File: src/rtl/sar_seq_pkg.sv
// Shared types for the conversion sequencer.
// Assumes nothing beyond IEEE 1800-2017 packages.
package sar_seq_pkg;
    // Which of the two cascaded counters is currently advancing.
    typedef enum logic {
        STEP_A = 1'b0,
        STEP_B = 1'b1
    } step_sel_e;
endpackage

File: src/rtl/sar_stepper.sv
// Modulo-LEN counter used as a bit-timing stepper.
// Advances once per cycle with adv_i, wraps to zero after LEN-1,
// and reports when it sits on its last state. clr_i wins over adv_i.
// Assumes LEN >= 1.
module sar_stepper #(
    parameter int LEN = 10,
    localparam int W  = (LEN > 1) ? $clog2(LEN) : 1
) (
    input  logic         clk,
    input  logic         rst_n,
    input  logic         clr_i,
    input  logic         adv_i,
    output logic [W-1:0] cnt_o,
    output logic         at_last_o
);
    localparam logic [W-1:0] LAST = W'(LEN - 1);

    logic [W-1:0] cnt_q;

    assign at_last_o = (cnt_q == LAST);
    assign cnt_o     = cnt_q;

    // Step, wrap or clear the count.
    always_ff @(posedge clk) begin
        if (!rst_n)          cnt_q <= '0;
        else if (clr_i)      cnt_q <= '0;
        else if (adv_i)      cnt_q <= at_last_o ? '0 : cnt_q + W'(1);
    end

    // the count never leaves its LEN states.
    a_r4_step_in_range: assert property (@(posedge clk) disable iff (!rst_n)
        cnt_q <= LAST);

    // a count on its last state returns to zero when stepped.
    a_r4_step_wraps: assert property (@(posedge clk) disable iff (!rst_n)
        (adv_i && !clr_i && at_last_o) |=> (cnt_q == '0));
endmodule

File: src/rtl/sar_trial_reg.sv
// Successive-approximation trial register with serial result output.
// A one-hot pointer marks the bit under trial. On a decision the
// marked bit is kept or cleared from the comparator, the pointer moves
// one place down and sets the next bit. The decided bit is presented
// serially one cycle later. clear_i beats load_i, which beats the trial
// update. The serial path always takes a decision.
module sar_trial_reg #(
    parameter int N_BITS = 10
) (
    input  logic              clk,
    input  logic              rst_n,
    input  logic              load_i,
    input  logic              clear_i,
    input  logic              decide_i,
    input  logic              cmp_hi_i,
    output logic [N_BITS-1:0] trial_o,
    output logic              sdata_o,
    output logic              sval_o
);
    localparam logic [N_BITS-1:0] MSB_ONLY = {1'b1, {(N_BITS-1){1'b0}}};

    logic [N_BITS-1:0] trial_q, ptr_q, trial_nxt;
    logic              sdata_q, sval_q;

    // Keep or drop the bit under trial, then raise the next one down.
    always_comb begin
        trial_nxt = (trial_q & ~ptr_q) | (cmp_hi_i ? '0 : ptr_q) | (ptr_q >> 1);
    end

    // Trial code and pointer update.
    always_ff @(posedge clk) begin
        if (!rst_n || clear_i) begin
            trial_q <= '0;
            ptr_q   <= '0;
        end else if (load_i) begin
            trial_q <= MSB_ONLY;
            ptr_q   <= MSB_ONLY;
        end else if (decide_i) begin
            trial_q <= trial_nxt;
            ptr_q   <= ptr_q >> 1;
        end
    end

    // Serial result: the decided bit, one clock behind its trial.
    always_ff @(posedge clk) begin
        if (!rst_n) begin
            sdata_q <= 1'b0;
            sval_q  <= 1'b0;
        end else begin
            sval_q <= decide_i;
            if (decide_i) sdata_q <= !cmp_hi_i;
        end
    end

    assign trial_o = trial_q;
    assign sdata_o = sdata_q;
    assign sval_o  = sval_q;

    // at most one bit is under trial.
    a_r3_ptr_onehot: assert property (@(posedge clk) disable iff (!rst_n)
        $onehot0(ptr_q));

    // no bit below the trial position is ever set.
    a_r3_low_bits_clear: assert property (@(posedge clk) disable iff (!rst_n)
        (ptr_q != '0) |-> ((trial_q & (ptr_q - N_BITS'(1))) == '0));

    // a strobe cycle always follows a decision.
    a_r5_strobe_after_decision: assert property (@(posedge clk) disable iff (!rst_n)
        decide_i |=> sval_q);
endmodule

File: src/rtl/sar_conv_seq.sv
// Conversion sequencer top.
// A start while idle powers the converter up, holds the MSB for
// PWR_HOLD extra clocks, then converts N_CH channels. Per channel:
// stepper A runs STEP_LEN states (first SETTLE only settle), hands over
// to stepper B for the remaining bits, and B's wrap ends the channel
// with a clamp pulse. Assumes the comparator level is valid at each
// clock edge (settled within one clock) and N_BITS >= STEP_LEN-SETTLE+1.
module sar_conv_seq #(
    parameter int N_BITS   = 10,
    parameter int N_CH     = 4,
    parameter int STEP_LEN = 10,
    parameter int SETTLE   = 3,
    parameter int PWR_HOLD = 1,
    localparam int CH_W    = (N_CH > 1) ? $clog2(N_CH) : 1
) (
    input  logic              clk,
    input  logic              rst_n,
    input  logic              go_i,
    input  logic              cmp_hi_i,
    output logic              pwr_en_o,
    output logic [N_BITS-1:0] dac_o,
    output logic [CH_W-1:0]   mux_sel_o,
    output logic              clamp_o,
    output logic              sdata_o,
    output logic              sval_o,
    output logic [CH_W-1:0]   rd_ch_o
);
    import sar_seq_pkg::*;

    localparam int B_LEN  = N_BITS - (STEP_LEN - SETTLE);
    localparam int AW     = (STEP_LEN > 1) ? $clog2(STEP_LEN) : 1;
    localparam int BW     = (B_LEN > 1) ? $clog2(B_LEN) : 1;
    localparam int CNT_W  = CH_W + 1;
    localparam int HOLD_W = (PWR_HOLD > 0) ? $clog2(PWR_HOLD + 1) : 1;
    localparam logic [N_BITS-1:0] MSB_ONLY = {1'b1, {(N_BITS-1){1'b0}}};

    logic              active_q;
    logic [HOLD_W-1:0] hold_q;
    step_sel_e         sel_q;
    logic [CNT_W-1:0]  chan_q;
    logic              clamp_q;
    logic [CH_W-1:0]   rdch_q;

    logic [AW-1:0] a_cnt;
    logic [BW-1:0] b_cnt;
    logic          a_last, b_last;
    logic          start, run, adv_a, adv_b, decide, chan_end, last_ch;

    // Control decodes for the current cycle.
    always_comb begin
        start    = go_i && !active_q;
        run      = active_q && (hold_q == '0);
        adv_a    = run && (sel_q == STEP_A);
        adv_b    = run && (sel_q == STEP_B);
        decide   = (adv_a && (a_cnt >= AW'(SETTLE))) || adv_b;
        chan_end = adv_b && b_last;
        last_ch  = (chan_q == CNT_W'(N_CH - 1));
    end

    sar_stepper #(.LEN(STEP_LEN)) u_step_a (
        .clk(clk), .rst_n(rst_n), .clr_i(start), .adv_i(adv_a),
        .cnt_o(a_cnt), .at_last_o(a_last)
    );

    sar_stepper #(.LEN(B_LEN)) u_step_b (
        .clk(clk), .rst_n(rst_n), .clr_i(start), .adv_i(adv_b),
        .cnt_o(b_cnt), .at_last_o(b_last)
    );

    sar_trial_reg #(.N_BITS(N_BITS)) u_trial (
        .clk(clk), .rst_n(rst_n),
        .load_i(start || (chan_end && !last_ch)),
        .clear_i(chan_end && last_ch),
        .decide_i(decide), .cmp_hi_i(cmp_hi_i),
        .trial_o(dac_o), .sdata_o(sdata_o), .sval_o(sval_o)
    );

    // Power state: on at start, off after the final channel.
    always_ff @(posedge clk) begin
        if (!rst_n)                     active_q <= 1'b0;
        else if (start)                 active_q <= 1'b1;
        else if (chan_end && last_ch)   active_q <= 1'b0;
    end

    // Power-up hold countdown before stepping begins.
    always_ff @(posedge clk) begin
        if (!rst_n)                           hold_q <= '0;
        else if (start)                       hold_q <= HOLD_W'(PWR_HOLD);
        else if (active_q && hold_q != '0)    hold_q <= hold_q - HOLD_W'(1);
    end

    // Stepping hand-over between the two counters.
    always_ff @(posedge clk) begin
        if (!rst_n || start)         sel_q <= STEP_A;
        else if (adv_a && a_last)    sel_q <= STEP_B;
        else if (chan_end)           sel_q <= STEP_A;
    end

    // Channel counter, clamp pulse and delayed channel tag.
    always_ff @(posedge clk) begin
        if (!rst_n) begin
            chan_q  <= '0;
            clamp_q <= 1'b0;
            rdch_q  <= '0;
        end else begin
            clamp_q <= chan_end;
            rdch_q  <= chan_q[CH_W-1:0];
            if (start)          chan_q <= '0;
            else if (chan_end)  chan_q <= chan_q + CNT_W'(1);
        end
    end

    assign pwr_en_o  = active_q;
    assign mux_sel_o = chan_q[CH_W-1:0];
    assign clamp_o   = clamp_q;
    assign rd_ch_o   = rdch_q;

    // a new run opens with the MSB alone on the ladder.
    a_r2_msb_first: assert property (@(posedge clk) disable iff (!rst_n)
        $rose(pwr_en_o) |-> (dac_o == MSB_ONLY));

    // the ladder is dark whenever power is off.
    a_r8_idle_dark: assert property (@(posedge clk) disable iff (!rst_n)
        !pwr_en_o |-> (dac_o == '0));

    // clamp is a single-cycle pulse.
    a_r6_clamp_single: assert property (@(posedge clk) disable iff (!rst_n)
        clamp_o |=> !clamp_o);

    // each clamp coincides with a channel change.
    a_r6_clamp_moves_mux: assert property (@(posedge clk) disable iff (!rst_n)
        clamp_o |-> (mux_sel_o != $past(mux_sel_o)));

    // channel tag lags the select by one clock.
    a_r7_tag_lags: assert property (@(posedge clk) disable iff (!rst_n)
        (rd_ch_o == $past(mux_sel_o)));

    // a start while powered leaves the channel counter alone.
    a_r9_go_ignored: assert property (@(posedge clk) disable iff (!rst_n)
        (pwr_en_o && go_i && !clamp_o && !chan_end) |=> $stable(mux_sel_o));
endmodule

File: config.mk
export PLATFORM = sky130hd
export DESIGN_NAME = sar_conv_seq
export DESIGN_NICKNAME = d
export VERILOG_FILES = /design/src/rtl/sar_seq_pkg.sv /design/src/rtl/sar_stepper.sv /design/src/rtl/sar_trial_reg.sv /design/src/rtl/sar_conv_seq.sv
export SDC_FILE = /design/constraint.sdc
export NUM_CORES = 1
export LEC_CHECK = 0
export CAP_MARGIN = 20
export CORE_MARGIN = 2
export CORE_UTILIZATION = 40
export DETAILED_ROUTE_END_ITERATION = 10
export GPL_TIMING_DRIVEN = 0
export PLACE_DENSITY_LB_ADDON = 0.2
export SYNTH_ARGS = -nofsm -noshare
export SYNTH_HDL_FRONTEND = slang
export SYNTH_SLANG_ARGS = --single-unit
File: constraint.sdc
create_clock -name clk -period 1.3 [get_ports clk]
set_input_delay 0.26 -clock clk [delete_from_list [all_inputs] [get_ports clk]]
set_output_delay 0.26 -clock clk [all_outputs]
set_load 0.01 [all_outputs]
# After elaboration in Yosys (flattened, before gate mapping)
# Cells that the tools add are included.
op_classes:
  add_sub_neg: 4
  order_cmp: 1
  eq_ne: 3
  n_mux: 13
  n_bitwise: 7
  reduce_logical: 24
ops:
  columns: ["op", "count"]
  rows:
  - ["10-bit two-way mux", 5]
  - ["10-bit bitwise AND", 1]
  - ["1-bit logical AND", 10]
  - ["10-bit inverter", 1]
  - ["10-bit bitwise OR", 1]
  - ["10-bit by 9-bit bitwise OR with 10-bit output", 1]
  - ["2-bit nonzero test", 4]
  - ["1-bit two-way mux", 6]
  - ["4-bit by 1-bit adder with 4-bit output (second input constant)", 1]
  - ["4-bit == test (second input constant)", 1]
  - ["4-bit by 2-bit greater-or-equal comparator with 1-bit output (second input constant)", 1]
  - ["1-bit zero test", 4]
  - ["1-bit logical OR", 4]
  - ["4-bit two-way mux", 1]
  - ["2-bit OR reduction", 2]
  - ["3-bit by 1-bit adder with 3-bit output (second input constant)", 1]
  - ["3-bit by 2-bit == test with 1-bit output (second input constant)", 1]
  - ["1-bit inverter", 3]
  - ["2-bit by 1-bit adder with 2-bit output (second input constant)", 1]
  - ["2-bit == test (second input constant)", 1]
  - ["2-bit two-way mux", 1]
  - ["1-bit subtractor (second input constant)", 1]
word_totals:
  reg_bits: 37
  input_bits: 4
  out_inout_bits: 18

# Depth between registers and ports, before layout
logic_depth:
  word_depth: 7
  ltp_mapped: 5
  mapped_depth_nobuf: 4

# Modules after synthesis
# From an unflattened synthesis, not the netlist that was laid out.
unflattened:
  hier_cells: 165
  hier_area_um2: 1576.5
by_module_without_submodules:
  columns: ["module", "instances", "cells_per_inst", "area_each_um2", "seq_area_each_um2"]
  rows:
  - ["sar_trial_reg", 1, 91, 892.1, 440.4]
  - ["sar_conv_seq", 1, 43, 399.1, 180.2]
  - ["sar_stepper (u_step_a)", 1, 21, 190.2, 80.1]
  - ["sar_stepper (u_step_b)", 1, 10, 95.1, 40.0]

# Worst setup path before layout
# OpenSTA, ideal clock, no wires.
synth_timing:
  path_type: "flip-flop to flip-flop"
  startpoint: "reg active_q (netlist: pwr_en_o)"
  endpoint: "reg u_trial.trial_q[8] (netlist: u_trial.trial_o[8])"
  setup_ns: 0.128
  t_arrival_ns: 1.360
  path_slack_ns: -0.189
  stages_incl_launch_ff: 6
  path_buffers: 1
  cell_sequence: "dfxtp_1 > nand3b_4 > nor3b_4 > or2_4 > buf_6 > a221oi_2"
synth_via:
  elab_chain_len: 6
  word_cells_on_any_way: 13
synth_rtl:
  columns: ["item", "line_no", "source"]
  rows:
  - ["start, declared", "sar_conv_seq.sv:37", "logic active_q;"]
  - ["start signal, assigned", "sar_conv_seq.sv:80", "if (!rst_n) active_q <= 1'b0;"]
  - ["start signal, assigned", "sar_conv_seq.sv:81", "else if (start) active_q <= 1'b1;"]
  - ["start signal, assigned", "sar_conv_seq.sv:82", "else if (chan_end && last_ch) active_q <= 1'b0;"]
  - ["1-bit logical AND", "sar_conv_seq.sv:52", "run = active_q && (hold_q == '0);"]
  - ["1-bit logical AND", "sar_conv_seq.sv:54", "adv_b = run && (sel_q == STEP_B);"]
  - ["1-bit logical AND", "sar_conv_seq.sv:56", "chan_end = adv_b && b_last;"]
  - ["1-bit logical AND, on equally long branches", "sar_conv_seq.sv:73, sar_conv_seq.sv:72", null]
  - ["1-bit logical OR, on equally long branches", "sar_trial_reg.sv:32, sar_conv_seq.sv:72", null]
  - ["2-bit OR reduction (no line)", null, null]
  - ["end signal, assigned", "sar_trial_reg.sv:39", "trial_q <= trial_nxt;"]
  - ["end, declared", "sar_trial_reg.sv:22", "logic [N_BITS-1:0] trial_q, ptr_q, trial_nxt;"]
# Several ways; a longest one is shown, not always the timed one.
# A chain may end at the register's enable or synchronous reset.

# Worst setup path in the final report
layout_timing:
  startpoint: "reg u_step_a.cnt_q[0] (netlist: u_step_a.cnt_o[0])"
  endpoint: "reg u_trial.ptr_q[7]"
layout_via:
  elab_chain_len: 3
layout_rtl:
  columns: ["item", "line_no", "source"]
  rows:
  - ["start, declared", "sar_stepper.sv:18", "logic [W-1:0] cnt_q;"]
  - ["start signal, assigned", "sar_stepper.sv:27", "else if (adv_i) cnt_q <= at_last_o ? '0 : cnt_q + W'(1);"]
  - ["4-bit by 2-bit greater-or-equal comparator with 1-bit output", "sar_conv_seq.sv:55", "decide = (adv_a && (a_cnt >= AW'(SETTLE))) || adv_b;"]
  - ["1-bit logical AND", "sar_conv_seq.sv:55", null]
  - ["1-bit logical OR", "sar_conv_seq.sv:55", null]
  - ["end signal, assigned", "sar_trial_reg.sv:40", "ptr_q <= ptr_q >> 1;"]
  - ["end, declared", "sar_trial_reg.sv:22", null]
# Every way passes these cells.

==> results.json <==
{
  "slowest_stage": "a2111oi_4",
  "required_ps": 1480,
  "hold_violations": 0,
  "detailroute.via_count": 1329,
  "power_density_mw_per_mm2": 967,
  "leakagePower_uw": 0.000977,
  "fin_skew_ps": 5.04,
  "path_delay_family": "compound AO/OA/AOI/OAI gates",
  "stdcell_area_mm2": 0.00233,
  "cts-hold-fix-buffers": 0,
  "globalplace.congestion": 0.758,
  "antenna_cells": 0,
  "ir_drop_mv": 0.791,
  "clock_latency_ps": 280,
  "synth_seq_cells": 37,
  "drt_iter0_drc": 57,
  "end_kind": "flip-flop",
  "synth_area_per_cell_um2": 9.31,
  "utilization": 0.628,
  "drive_gt1_frac": 0.422,
  "viasPerCell": 5.13,
  "drv_cap": 0,
  "max_clock_freq_mhz": 689,
  "die-area_mm2": 0.00445,
  "syn_nets": 175,
  "grt_max_degree": 12,
  "nets": 216,
  "hold-worst-slack_ps": 468,
  "crit_arrival_ps": 1630,
  "die-height_um": 66.7,
  "die_w_um": 66.7,
  "rsz0062_at_grt": "true",
  "hp-class": "reg2reg",
  "path_cells": "a2111oi_4 > nor3_4 > buf_6 > clkbuf_16 > nand2_2 > a21oi_2",
  "grt_pass1_wl_mm": 5.98,
  "status": "finished, violations left",
  "fin_crit_ps": 1450,
  "finalSetupViolCount": 24,
  "grt_use_total": 0.180,
  "cts-buffers-inserted": 5,
  "period_share": 1.12,
  "io_buffer_count": 21,
  "antenna_found_initial": 0,
  "synth_cell_types": 37,
  "cts_root_buf": "clkbuf_8",
  "failed_checks": "negative setup slack",
  "hp-start": "u_trial.trial_o[5]",
  "r2r-start": "u_step_a.cnt_o[0]",
  "areaGrowthSynthToFinish_pct": 48.3,
  "cts.path.max_buffers": 2,
  "setup_slack_ps": -152,
  "yosysSeqAreaShare": 0.471,
  "synth_cells": 169,
  "worstSetupStartpoint": "u_step_a.cnt_o[0]",
  "pre_cts_ws_ps": -456,
  "slew_violations": 0,
  "ant_nets": 0,
  "netlist_area_mm2": 0.00157,
  "cts_max_level": 2,
  "path_class": "reg2reg",
  "yosysWarnings": 0,
  "drtPass1Iterations": 4,
  "worst_slew_pin_slew_ps": 431,
  "path_clk_slew_ps": 70,
  "critPathMaxStageDelay_ps": 450,
  "drc": 0,
  "fillers": 336,
  "cts_tree": "yes",
  "rrSetupSlack_ps": -150,
  "slew_headroom": 0.712,
  "totalWireLength_mm": 3.68,
  "io_pins": 22,
  "worstSetupStartpointType": "flip-flop",
  "core_mm2": 0.00372,
  "cp_max_fo": 5,
  "cts_sinks": 37,
  "initial_utilization": 0.423,
  "routedWlPerCell_um": 14.2,
  "grt_pass1_vias": 1356,
  "post-dp-hpwl_mm": 2.15,
  "overflow": 0,
  "post_dp_cell_area_mm2": 0.00185,
  "critPathBufInv": 2,
  "rows": 22
}
[through the flow]
stage | std cells | total power, uW | setup TNS (ps)
global route | 259 | 2350 | -4780
finish | 259 | 2260 | -2810
detailed placement | 238 | 1320 | -7210
CTS | 255 | 2270 | -2490
floorplan | 169 | 1270 | -805
global placement | 238 | 1320 | -6450
[layer usage]
metal	vias to the layer above	part of all wire	track usage	wire length (um)
met5	-	0	0	0
met4	0	0.0095	0.0612	35
met3	5	0.030	0.0439	112
met2	16	0.57	0.335	2080
met1	639	0.39	0.196	1450
li1	669	-	-	-
[flip-flops by register name, indices dropped and copies added, names as in the netlist]
register         cells
clamp_o              1
u_step_a.cnt_o       4
u_trial.sdata_o      1
hold_q               1
chan_q               3
rd_ch_o              2
u_trial.sval_o       1
u_step_b.cnt_o       2
sel_q                1
pwr_en_o             1
u_trial.ptr_q       10
u_trial.trial_o     10
[Yosys cell counts (all sizes together)]
| cell type | count | share of area |
|---|---|---|
| nor2b | 6 | 0.024 |
| nor3 | 5 | 0.023 |
| nand4bb | 1 | 0.0072 |
| and2 | 3 | 0.012 |
| o21ai | 6 | 0.019 |
| nor3b | 3 | 0.021 |
| a31oi | 7 | 0.028 |
| or2 | 1 | 0.0056 |
| dfxtp | 37 | 0.47 |
| or3 | 1 | 0.0072 |
| a21oi | 15 | 0.048 |
| a211oi | 1 | 0.0048 |
| buf | 7 | 0.037 |
| xnor2 | 2 | 0.011 |
| nor2 | 20 | 0.049 |
| nand2 | 22 | 0.053 |
| inv | 9 | 0.021 |
| ha | 2 | 0.016 |
| a2111oi | 1 | 0.018 |
| mux2i | 2 | 0.013 |
| xor2 | 1 | 0.0056 |
| nand2b | 3 | 0.012 |
| o22ai | 1 | 0.0040 |
| o221a | 5 | 0.036 |
| nand3b | 2 | 0.018 |
| a221oi | 4 | 0.026 |
| nor4b | 1 | 0.0056 |
| a21o | 1 | 0.0048 |
[layout make-up]
class	count	area (um2)	share of cell area
Multi-Input combinational cell	116	967	0.415
Sequential cell	37	762	0.327
Timing Repair Buffer	34	324	0.139
Clock buffer	8	111	0.0477
Buffer	7	73.8	0.0317
Tap cell	48	60.1	0.0258
Inverter	9	33.8	0.0145
[path summary, 6_finish.rpt]
kind	end	depth (start not counted)
hold / removal	u_trial.trial_o[5]	2
setup reg to reg	u_trial.ptr_q[7]	6
setup / recovery	u_trial.ptr_q[7]	6
hold reg to reg	u_trial.trial_o[5]	2
[worst register-to-register path: stages (launching register included)]
cell and delay [ps]:
dfxtp_4 360, a2111oi_4 450, nor3_4 100, buf_6 160, clkbuf_16 160, nand2_2 70
a21oi_2 50
[power breakdown]
group | switching, uW | leakage, uW | internal, uW | total, uW
Sequential | 29.5 | 0.000304 | 1150 | 1180
Clock | 393 | 0.0000566 | 548 | 941
Combinational | 78.6 | 0.000616 | 58.6 | 137
Total | 501 | 0.000977 | 1750 | 2260
[cell usage in the layout, fill, tap and decap left out, types with 2 or more instances in the layout]
cell type,n
nand2_1,7
clkbuf_8,6
buf_4,7
dlygate4sd2_1,17
nor2_4,3
a31oi_1,4
inv_1,8
nor2_2,2
buf_2,2
o21ai_0,6
o221a_4,2
dfxtp_4,4
a221oi_2,4
ha_1,2
dfxtp_2,5
a31oi_4,3
dfxtp_1,28
and2_1,3
o221a_2,2
nand2b_1,3
clkbuf_16,2
nor2_1,15
a21oi_1,6
clkdlybuf4s50_1,3
nor2b_1,6
nor3_1,3
mux2i_1,2
nand2_2,14
buf_6,9
a21oi_2,9
[timing repair]
action / 4_1_cts / 5_1_grt
buffers inserted: 7 / 3
pin swaps: 27 / 4
endpoints found under the setup margin: 46 / 30
cloned: 2 / 1
gates resized for setup: 57 / 29
hold endpoints to repair: 0 / 0
[cell families after synthesis]
kind of cell	synth area share
AND/OR/NAND/NOR	0.237
AO/OA/AOI/OAI	0.188
flip-flops	0.471
buffers and inverters	0.0589
XOR/XNOR	0.0167
multiplexers	0.0127
adder cells (fa/ha/maj)	0.0159
No activity file was read; power rests on OpenSTA's default activity.
